==> src/rtl/rbp_pkg.sv <==
`timescale 1ns/1ps
package rbp_pkg;
   typedef enum logic [1:0] {
      CLS_HIT    = 2'd0,
      CLS_MISS   = 2'd1,
      CLS_CLOSED = 2'd2
   } acc_class_e;
endpackage

==> src/rtl/rbp_locality_mon.sv <==
`timescale 1ns/1ps
// Locality monitor: sliding window of row-reuse samples plus a close-mode streak counter.
module rbp_locality_mon #(
   parameter int WIN      = 16,
   parameter int STREAK_N = 4,
   parameter int T_RP     = 3,
   parameter int T_RCD    = 3
) (
   input  logic clk,
   input  logic rst_n,
   input  logic upd,
   input  logic same,
   output logic close_nxt
);
   localparam int FW = $clog2(WIN + 1);
   localparam int SW = $clog2(STREAK_N + 1);

   logic [WIN-1:0] hist_q, hist_n;
   logic [FW-1:0]  fill_q, fill_n;
   logic [SW-1:0]  streak_q, streak_n;
   logic           close_q;
   logic           go_close, go_open;
   int             hits_n;

   always_comb begin
      hist_n   = {hist_q[WIN-2:0], same};
      fill_n   = (fill_q == FW'(WIN)) ? fill_q : fill_q + FW'(1);
      hits_n   = $countones(hist_n);
      streak_n = (close_q && same) ?
                 ((streak_q == SW'(STREAK_N)) ? streak_q : streak_q + SW'(1)) : '0;
      go_close = !close_q && (fill_n == FW'(WIN)) &&
                 (hits_n * (T_RCD + T_RP) < WIN * T_RP);
      go_open  = close_q && (streak_n == SW'(STREAK_N));
      close_nxt = upd ? (go_close | (close_q & ~go_open)) : close_q;
   end

   always_ff @(posedge clk) begin
      if (!rst_n) begin
         hist_q   <= '0;
         fill_q   <= '0;
         streak_q <= '0;
         close_q  <= 1'b0;
      end else if (upd) begin
         close_q <= close_nxt;
         if (go_close || go_open) begin
            hist_q   <= '0;
            fill_q   <= '0;
            streak_q <= '0;
         end else begin
            hist_q   <= hist_n;
            fill_q   <= fill_n;
            streak_q <= streak_n;
         end
      end
   end
endmodule

==> src/rtl/rbp_bank_timer.sv <==
`timescale 1ns/1ps
// Per-bank open-row register and idle countdown.
module rbp_bank_timer #(
   parameter int RW    = 8,
   parameter int T_ACT = 8,
   parameter int T_HIT = 12
) (
   input  logic          clk,
   input  logic          rst_n,
   input  logic          sel,
   input  logic          keep_open,
   input  logic          is_hit,
   input  logic [RW-1:0] req_row,
   output logic          open_q,
   output logic [RW-1:0] row_q,
   output logic          tmo_q
);
   localparam int TW = $clog2(T_HIT + 1);

   logic [TW-1:0] tmr_q;
   logic          expire;

   assign expire = open_q && (tmr_q == TW'(1)) && !sel;

   always_ff @(posedge clk) begin
      if (!rst_n) begin
         open_q <= 1'b0;
         row_q  <= '0;
         tmr_q  <= '0;
         tmo_q  <= 1'b0;
      end else begin
         tmo_q <= expire;
         if (sel) begin
            row_q <= req_row;
            if (keep_open) begin
               open_q <= 1'b1;
               tmr_q  <= is_hit ? TW'(T_HIT) : TW'(T_ACT);
            end else begin
               open_q <= 1'b0;
               tmr_q  <= '0;
            end
         end else if (expire) begin
            open_q <= 1'b0;
            tmr_q  <= '0;
         end else if (open_q) begin
            tmr_q <= tmr_q - TW'(1);
         end
      end
   end
endmodule

==> src/rtl/rowbuf_page_ctl.sv <==
`timescale 1ns/1ps
module rowbuf_page_ctl #(
   parameter int NB            = 4,
   parameter int RW            = 8,
   parameter int T_RP          = 3,
   parameter int T_RCD         = 3,
   parameter int T_CAS         = 2,
   parameter int T_ACT         = 8,
   parameter int T_HIT         = 12,
   parameter int WIN           = 16,
   parameter int STREAK_N      = 4,
   parameter bit SHARED_POLICY = 1'b0,
   localparam int BW           = $clog2(NB),
   localparam int LW           = $clog2(T_RP + T_RCD + T_CAS + 1)
) (
   input  logic          clk,
   input  logic          rst_n,
   input  logic          req_valid,
   input  logic [BW-1:0] req_bank,
   input  logic [RW-1:0] req_row,
   output logic          acc_valid,
   output logic [BW-1:0] acc_bank,
   output logic [RW-1:0] acc_row,
   output logic [1:0]    acc_class,
   output logic          acc_pre,
   output logic          acc_act,
   output logic          acc_autopre,
   output logic [LW-1:0] acc_lat,
   output logic [NB-1:0] tmo_pre
);
   import rbp_pkg::*;

   if (NB < 2 || (1 << BW) != NB || T_ACT < 1 || T_HIT <= T_ACT ||
       WIN < 2 || STREAK_N < 1 || RW < 1) begin : g_param_bad
      $error("rowbuf_page_ctl: illegal parameter set");
   end

   logic          open_v [NB];
   logic [RW-1:0] row_v  [NB];
   logic [NB-1:0] close_nxt_v;
   logic          sel_open, same_row, hit, close_sel;
   acc_class_e    cls;
   logic [LW-1:0] lat_c;

   assign sel_open  = open_v[req_bank];
   assign same_row  = (req_row == row_v[req_bank]);
   assign hit       = sel_open && same_row;
   assign close_sel = close_nxt_v[req_bank];

   always_comb begin
      if (!sel_open)     cls = CLS_CLOSED;
      else if (same_row) cls = CLS_HIT;
      else               cls = CLS_MISS;
      case (cls)
         CLS_HIT:  lat_c = LW'(T_CAS);
         CLS_MISS: lat_c = LW'(T_RP + T_RCD + T_CAS);
         default:  lat_c = LW'(T_RCD + T_CAS);
      endcase
   end

   if (SHARED_POLICY) begin : g_chan_policy
      logic shared_nxt;
      rbp_locality_mon #(.WIN(WIN), .STREAK_N(STREAK_N), .T_RP(T_RP), .T_RCD(T_RCD)) u_mon (
         .clk(clk), .rst_n(rst_n), .upd(req_valid), .same(same_row), .close_nxt(shared_nxt));
      assign close_nxt_v = {NB{shared_nxt}};
   end else begin : g_bank_policy
      for (genvar b = 0; b < NB; b++) begin : g_mon
         rbp_locality_mon #(.WIN(WIN), .STREAK_N(STREAK_N), .T_RP(T_RP), .T_RCD(T_RCD)) u_mon (
            .clk(clk), .rst_n(rst_n),
            .upd(req_valid && (req_bank == BW'(b))),
            .same(same_row), .close_nxt(close_nxt_v[b]));
      end
   end

   for (genvar b = 0; b < NB; b++) begin : g_bank
      rbp_bank_timer #(.RW(RW), .T_ACT(T_ACT), .T_HIT(T_HIT)) u_bank (
         .clk(clk), .rst_n(rst_n),
         .sel(req_valid && (req_bank == BW'(b))),
         .keep_open(!close_sel), .is_hit(hit), .req_row(req_row),
         .open_q(open_v[b]), .row_q(row_v[b]), .tmo_q(tmo_pre[b]));
   end

   always_ff @(posedge clk) begin
      if (!rst_n) begin
         acc_valid   <= 1'b0;
         acc_bank    <= '0;
         acc_row     <= '0;
         acc_class   <= 2'd0;
         acc_pre     <= 1'b0;
         acc_act     <= 1'b0;
         acc_autopre <= 1'b0;
         acc_lat     <= '0;
      end else begin
         acc_valid <= req_valid;
         if (req_valid) begin
            acc_bank    <= req_bank;
            acc_row     <= req_row;
            acc_class   <= cls;
            acc_pre     <= (cls == CLS_MISS);
            acc_act     <= (cls != CLS_HIT);
            acc_autopre <= close_sel;
            acc_lat     <= lat_c;
         end
      end
   end
endmodule

==> config.mk <==
export PLATFORM = sky130hd
export DESIGN_NAME = rowbuf_page_ctl
export DESIGN_NICKNAME = d
export VERILOG_FILES = /design/src/rtl/rbp_pkg.sv /design/src/rtl/rbp_locality_mon.sv /design/src/rtl/rbp_bank_timer.sv /design/src/rtl/rowbuf_page_ctl.sv
export SDC_FILE = /design/constraint.sdc
export NUM_CORES = 1
export LEC_CHECK = 0
export CAP_MARGIN = 5
export CELL_PAD_IN_SITES_DETAIL_PLACEMENT = 1
export CELL_PAD_IN_SITES_GLOBAL_PLACEMENT = 2
export CORE_MARGIN = 10
export CORE_UTILIZATION = 40
export DETAILED_ROUTE_END_ITERATION = 10
export PLACE_DENSITY_LB_ADDON = 0.1
export RECOVER_POWER = 50
export SYNTH_ARGS = -nofsm -noshare
export SYNTH_HDL_FRONTEND = slang
export SYNTH_SLANG_ARGS = --single-unit
==> constraint.sdc <==
create_clock -name clk -period 6.16 [get_ports clk]
set_input_delay 0.616 -clock clk [delete_from_list [all_inputs] [get_ports clk]]
set_output_delay 0.616 -clock clk [all_outputs]
set_load 0.005 [all_outputs]
# Word level (Yosys, flattened, before mapping)
# Index checks and enable logic that the tools add are counted.
# word_totals
input_bits	13
output_inout_bits	24
reg_bits	172
# classes
n_addsub	72
n_mul	4
order_cmp	6
eq_ne	25
n_bitwise	13
reduce_logical	52
mux	62
# op_table
operator	n
adder 32 bit	28
less-than comparator 32 x 7 -> 1 bit (second input constant)	4
multiplier 32 x 3 -> 31 bit (second input constant)	4
adder 1 x 1 -> 2 bit	32
two-way mux 15 bit	4
two-way mux 4 bit	13
== test 5 bit (second input constant)	8
two-way mux 5 bit	8
two-way mux 3 bit	13
logical AND 1 bit	29
== test 3 bit (second input constant)	8
adder 5 x 1 -> 5 bit (second input constant)	4
two-way mux 1 bit	17
binary-select mux 8 bit (select 2 bit)	1
== test 4 x 1 -> 1 bit (second input constant)	4
two-way mux 8 bit	2
subtractor 4 x 1 -> 4 bit (second input constant)	4
adder 3 x 1 -> 3 bit (second input constant)	4
nonzero test 3 bit	4
nonzero test 2 bit	5
== test 8 bit	1
logical NOT 1 bit	8
case mux 4 bit (2 select lines)	1
bitwise AND 1 bit	4
other kinds (11)	24

# Longest topological paths before layout
# logic_depth
word_depth	18
depth_mapped	19
mapped_depth_nobuf	16

# By module
# A second synthesis with hierarchy kept.
# hier_totals
hier_cells	921
hier_area_um2	9246.4
# by_module_without_submodules
mod	seq_area_each_um2	cells_per_inst	area_each_um2	instances
rbp_locality_mon (g_bank_policy.g_mon[0].u_mon ...)	480.5	149	1432.6	2
rbp_bank_timer	280.3	59	605.6	4
rbp_locality_mon (g_bank_policy.g_mon[2].u_mon)	480.5	152	1507.7	1
rbp_locality_mon (g_bank_policy.g_mon[3].u_mon)	480.5	148	1415.1	1
rowbuf_page_ctl	340.3	87	1036.0	1

# Worst setup path after synthesis
# No wires, ideal clock.
# synth_path
kind	in2reg
startpoint	input req_bank[1]
endpoint	register g_bank[0].u_bank.tmr_q[2]
cell_stages	18
path_slack_ps	1526
setup_time_ps	139
t_arrival_ps	4495
t_required_ps	6021
n_path_buf	3
cell_sequence	buf_2 > buf_2 > mux4_2 > xnor2_1 > nand4_4 > nor2_1 > buf_2 > ha_1 > inv_1 > fa_1 > inv_1 > ha_1 > nor4bb_1 > a2111oi_0 > o211ai_1 > o32a_1 > a32oi_1 > o32ai_1
# synth_via
elab_chain_len	18
# synth_lines
item	line	text
start, declared	rowbuf_page_ctl.sv:19	input logic [BW-1:0] req_bank,
inverter 2 -> 3 bit (implied by the code)	rowbuf_page_ctl.sv:45, rowbuf_page_ctl.sv:46	
binary-select mux 8 bit (select 2 bit)	rowbuf_page_ctl.sv:46	assign same_row = (req_row == row_v[req_bank]);
two-way mux 8 bit (implied by the code) (2 in a row)	rowbuf_page_ctl.sv:46	
== test 8 bit	rowbuf_page_ctl.sv:46	
adder 1 x 1 -> 2 bit (implied by the code)	rbp_locality_mon.sv:28	hits_n = $countones(hist_n);
adder 32 bit (implied by the code) (3 in a row)	rbp_locality_mon.sv:28	
multiplier 32 x 3 -> 31 bit	rbp_locality_mon.sv:32	(hits_n * (T_RCD + T_RP) < WIN * T_RP);
less-than comparator 32 x 7 -> 1 bit	rbp_locality_mon.sv:32	
logical AND 1 bit	rbp_locality_mon.sv:31	go_close = !close_q && (fill_n == FW'(WIN)) &&
bitwise OR 1 bit	rbp_locality_mon.sv:34	close_nxt = upd ? (go_close | (close_q & ~go_open)) : close_q;
two-way mux 1 bit	rbp_locality_mon.sv:34	
binary-select mux 1 bit (select 2 bit)	rowbuf_page_ctl.sv:48	assign close_sel = close_nxt_v[req_bank];
two-way mux 1 bit (implied by the code)	rowbuf_page_ctl.sv:48	
two-way mux 4 bit	rbp_bank_timer.sv:35	if (keep_open) begin
two-way mux 4 bit	rbp_bank_timer.sv:33	if (sel) begin
end signal, assigned	rbp_bank_timer.sv:37	tmr_q <= is_hit ? TW'(T_HIT) : TW'(T_ACT);
end signal, assigned	rbp_bank_timer.sv:46	tmr_q <= tmr_q - TW'(1);
end, declared	rbp_bank_timer.sv:20	logic [TW-1:0] tmr_q;
# Several ways; a longest one is shown, not always the timed one. The select of a mux whose other input is x is not followed.
# A chain may end at the register's enable or synchronous reset.

# Final worst setup path
# layout_path
startpoint	input req_bank[0]
endpoint	register g_bank[1].u_bank.tmr_q[2]
# layout_via
elab_chain_len	18
# layout_lines
item	line
inverter 2 -> 3 bit (implied by the code)	rowbuf_page_ctl.sv:45, rowbuf_page_ctl.sv:46
binary-select mux 8 bit (select 2 bit)	rowbuf_page_ctl.sv:46
two-way mux 8 bit (implied by the code) (2 in a row)	rowbuf_page_ctl.sv:46
== test 8 bit	rowbuf_page_ctl.sv:46
adder 1 x 1 -> 2 bit (implied by the code)	rbp_locality_mon.sv:28
adder 32 bit (implied by the code) (3 in a row)	rbp_locality_mon.sv:28
multiplier 32 x 3 -> 31 bit	rbp_locality_mon.sv:32
less-than comparator 32 x 7 -> 1 bit	rbp_locality_mon.sv:32
logical AND 1 bit	rbp_locality_mon.sv:31
bitwise OR 1 bit	rbp_locality_mon.sv:34
two-way mux 1 bit	rbp_locality_mon.sv:34
binary-select mux 1 bit (select 2 bit)	rowbuf_page_ctl.sv:48
two-way mux 1 bit (implied by the code)	rowbuf_page_ctl.sv:48
two-way mux 4 bit	rbp_bank_timer.sv:35
two-way mux 4 bit	rbp_bank_timer.sv:33
end signal, assigned	rbp_bank_timer.sv:37
end signal, assigned	rbp_bank_timer.sv:46
end, declared	rbp_bank_timer.sv:20
# Several ways; a longest one is shown, not always the timed one. The select of a mux whose other input is x is not followed.

==> reports/qor.yml <==
run_status:
  outcome: "finished, violations left"
  violations: "capacitance limit, slew limit"
drt:
  drt_iter0_drc: 282
  ant_nets: 0
  route.detailed.drc: 0
  wl_per_cell_microns: 18.2
  wl_mm: 23.2
  dr.pass1.iters: 4
  vias_per_cell: 5.54
  vias: 7075
pwr:
  powerDensity_nw_per_um2: 233
  switchingPower_w: 0.000652
  p_leak_nw: 4.25
  sequentialPowerShare: 0.478
  intPower_w: 0.00174
  clkPwrFrac: 0.429
  pwr-share-comb: 0.093
  switching_share: 0.272
  peakVddDrop_uv: 152
yosys:
  synth-async-reset-ratio: 0
  ys_ff_latch: 168
  synth_edf_count: 0
  ys_seq_area_frac: 0.366
  ys_types: 73
  yosysWarnings: 0
  yosys.area.top_type: "dfxtp_1"
  netlist.area_leader.share: 0.366
  yosys-top-cells-count: "dfxtp_1 (168), nand2_1 (100), inv_1 (96)"
  syn_area_sq_um: 9180
  synth_fp_nets: 1076
  syn_avg_cell_area_sq_um: 9.61
  synthTopCellsByArea: "dfxtp_1 (37%), ha_1 (9.3%), fa_1 (8.7%)"
  yosysMostFrequentCell: "dfxtp_1"
  ys.flop_type: "dfxtp_1"
  synthCells: 955
global_routing:
  grt_pass1_wl_mm: 39.8
  grt_max_degree: 50
  antenna_found_initial: 0
  gr-total-overflow: 0
  track_usage: 0.168
  grt_pass1_vias: 7632
sta:
  slew_viol_final: 82
  finalHoldWorstSlack_ns: 0.458
  setup_tns_ns: 0
  timing.final.ws_setup_ns: 0.751
  min_period_ns: 5.41
  finalCritPeriodShare: 0.878
  finalHoldViolations: 0
  worst_pin_slew_ns: 2.26
  clock.fmax_mhz: 185
  rsz0062_at_grt: "false"
  fin_worst_skew_ns: 0.0128
  maxSlewHeadroom: -0.508
  setup-violations-final: 0
cells_and_area:
  regArea_sq_um: 3360
  nFillCells: 2560
  drive_gt1_frac: 0.0736
  multiInputGateArea_sq_um: 5180
  antenna_cells: 0
  area_growth_pct: 12.0
  nets: 1100
place:
  numPortBuffers: 36
  post-place-ws_ns: 0.406
  gp_congestion: 0.792
  place_hpwl_mm: 17.2
floorplanning:
  pin_count: 37
  core_area_sq_um: 22600
  row_count: 55
  die_height_microns: 172
  start_util: 0.406
  die_area_sq_um: 29400
  die-width_microns: 172
clock_network:
  cts_buffers: 17
  post_cts_buffers: 0
  cts_tree: "built"
  clock-sinks: 168
  h-tree-depth: 4
  clock_path_buffers: 2
  cts_resized: 0
  clk_latency_ns: 0.44
  cts_root_buffer: "clkbuf_16"
  cts.clk_slew.worst_paths_ns: 0.07
  cts-hold-fix-buffers: 0
setup_path:
  r2r-start: "g_bank_policy.g_mon[0].u_mon.hist_q[13]$_SDFFE_PN0P_"
  crit_start: "req_bank[0]"
  end_kind: "flip-flop"
  cp.required_ns: 6.44
  path_class: "input pin to flip-flop"
  cp-start-kind: "input pin"
  critical_path.max_fanout: 15
  arrival_ns: 5.69
hold_path:
  hold_class: "flip-flop to flip-flop"
  hp-start: "g_bank[2].u_bank.row_q[3]$_SDFFE_PN0P_"
flow_run:
  max-cap-violations: 2
[final timing paths]
check	slack (ns)	cells after the start	end
worst min register to register	0.46	2	g_bank[2].u_bank.row_q[3]$_SDFFE_PN0P_
worst min-delay path	0.46	2	g_bank[2].u_bank.row_q[3]$_SDFFE_PN0P_
worst max-delay path	0.75	18	g_bank[1].u_bank.tmr_q[2]$_SDFFE_PN0P_
worst max register to register	1.26	16	g_bank[1].u_bank.tmr_q[2]$_SDFFE_PN0P_
[state kept, by name, indices dropped and copies added, names as in the netlist, 8 cells and up]
signal and flops:
g_bank_policy.g_mon.u_mon.hist_q 60, g_bank.u_bank.row_q 32, g_bank_policy.g_mon.u_mon.fill_q 20, g_bank.u_bank.tmr_q 16, g_bank_policy.g_mon.u_mon.streak_q 12, acc_row 8
[metal layers]
layer	vias to the layer above	global-route usage	wire length (microns)
met4	0	0.0450	234
li1	3418	-	-
met1	3574	0.211	10800
met3	17	0.0385	625
met2	66	0.283	11500
met5	-	0	0
[through the flow]
stage / cell area [sq um] / cells / util / power, W
floorplan: 9180 / 955 / - / 0.00131
global placement: 9770 / 1244 / 0.432 / 0.00139
CTS: 10300 / 1276 / 0.456 / 0.00244
detailed placement: 9770 / 1244 / 0.432 / 0.00140
finish: 10300 / 1277 / 0.454 / 0.00240
global route: 10300 / 1277 / 0.454 / 0.00252
[cells in the final DEF (no fill, tap or decap), types with 5 or more instances in the layout]
master / instances
a211oi_1: 8
a21o_1: 9
a21oi_1: 56
a22o_1: 62
a31oi_1: 6
and2_1: 6
and3_1: 6
buf_4: 11
clkbuf_1: 7
clkbuf_16: 17
clkdlybuf4s50_1: 10
dfxtp_1: 168
dlygate4sd3_1: 26
fa_1: 40
ha_1: 68
inv_1: 97
inv_6: 6
mux2_2: 6
mux2i_1: 10
mux4_2: 9
nand2_1: 100
nand2b_1: 16
nand3_1: 25
nand3b_1: 5
nand4_1: 7
nor2_1: 39
nor2b_1: 6
nor3_1: 18
nor3b_1: 7
nor4_1: 5
o211ai_1: 7
o21a_1: 6
o21ai_0: 20
o22ai_1: 9
o31ai_1: 8
o32ai_1: 5
xnor2_1: 11
[cells by family (layout without fill, tap and decap cells)]
group | Yosys count | count (layout) | share of synthesized area
buf+inv | 145 | 182 | 0.0664
fa+ha+maj | 108 | 108 | 0.180
compound gates | 221 | 221 | 0.171
flops | 168 | 168 | 0.366
simple gates | 273 | 273 | 0.162
xor+xnor | 15 | 15 | 0.0143
mux | 25 | 25 | 0.0403
[critical path, cell delays in order]
cell and delay [ns]:
dlygate4sd3_1 1.06, clkbuf_1 0.33, mux4_2 0.37, xnor2_1 0.25, nand4_4 0.11, nor2_1 0.11
buf_4 0.21, ha_1 0.18, inv_1 0.05, fa_1 0.35, inv_1 0.06, ha_1 0.21
nor4bb_1 0.12, a2111oi_0 0.43, o211ai_1 0.26, o32a_1 0.23, a32oi_1 0.51, o32ai_1 0.22
[area by class of cell]
cell class,instances,share of cell area
multi-input combinational,642,0.504
sequential,168,0.327
timing repair buffer,53,0.0453
clock buffer,19,0.0431
inverter,97,0.0354
tap,285,0.0347
clock inverter,13,0.0106
[power groups by stage]
| stage | registers, W | clock network (W) | logic (W) |
|---|---|---|---|
| floorplan | 0.00116 | 0 | 0.000153 |
| global placement | 0.00117 | 0 | 0.000221 |
| detailed placement | 0.00117 | 0 | 0.000229 |
| CTS | 0.00115 | 0.00106 | 0.000232 |
| global route | 0.00115 | 0.00111 | 0.000252 |
| finish | 0.00115 | 0.00103 | 0.000223 |
(Power assumes the default switching activity.)
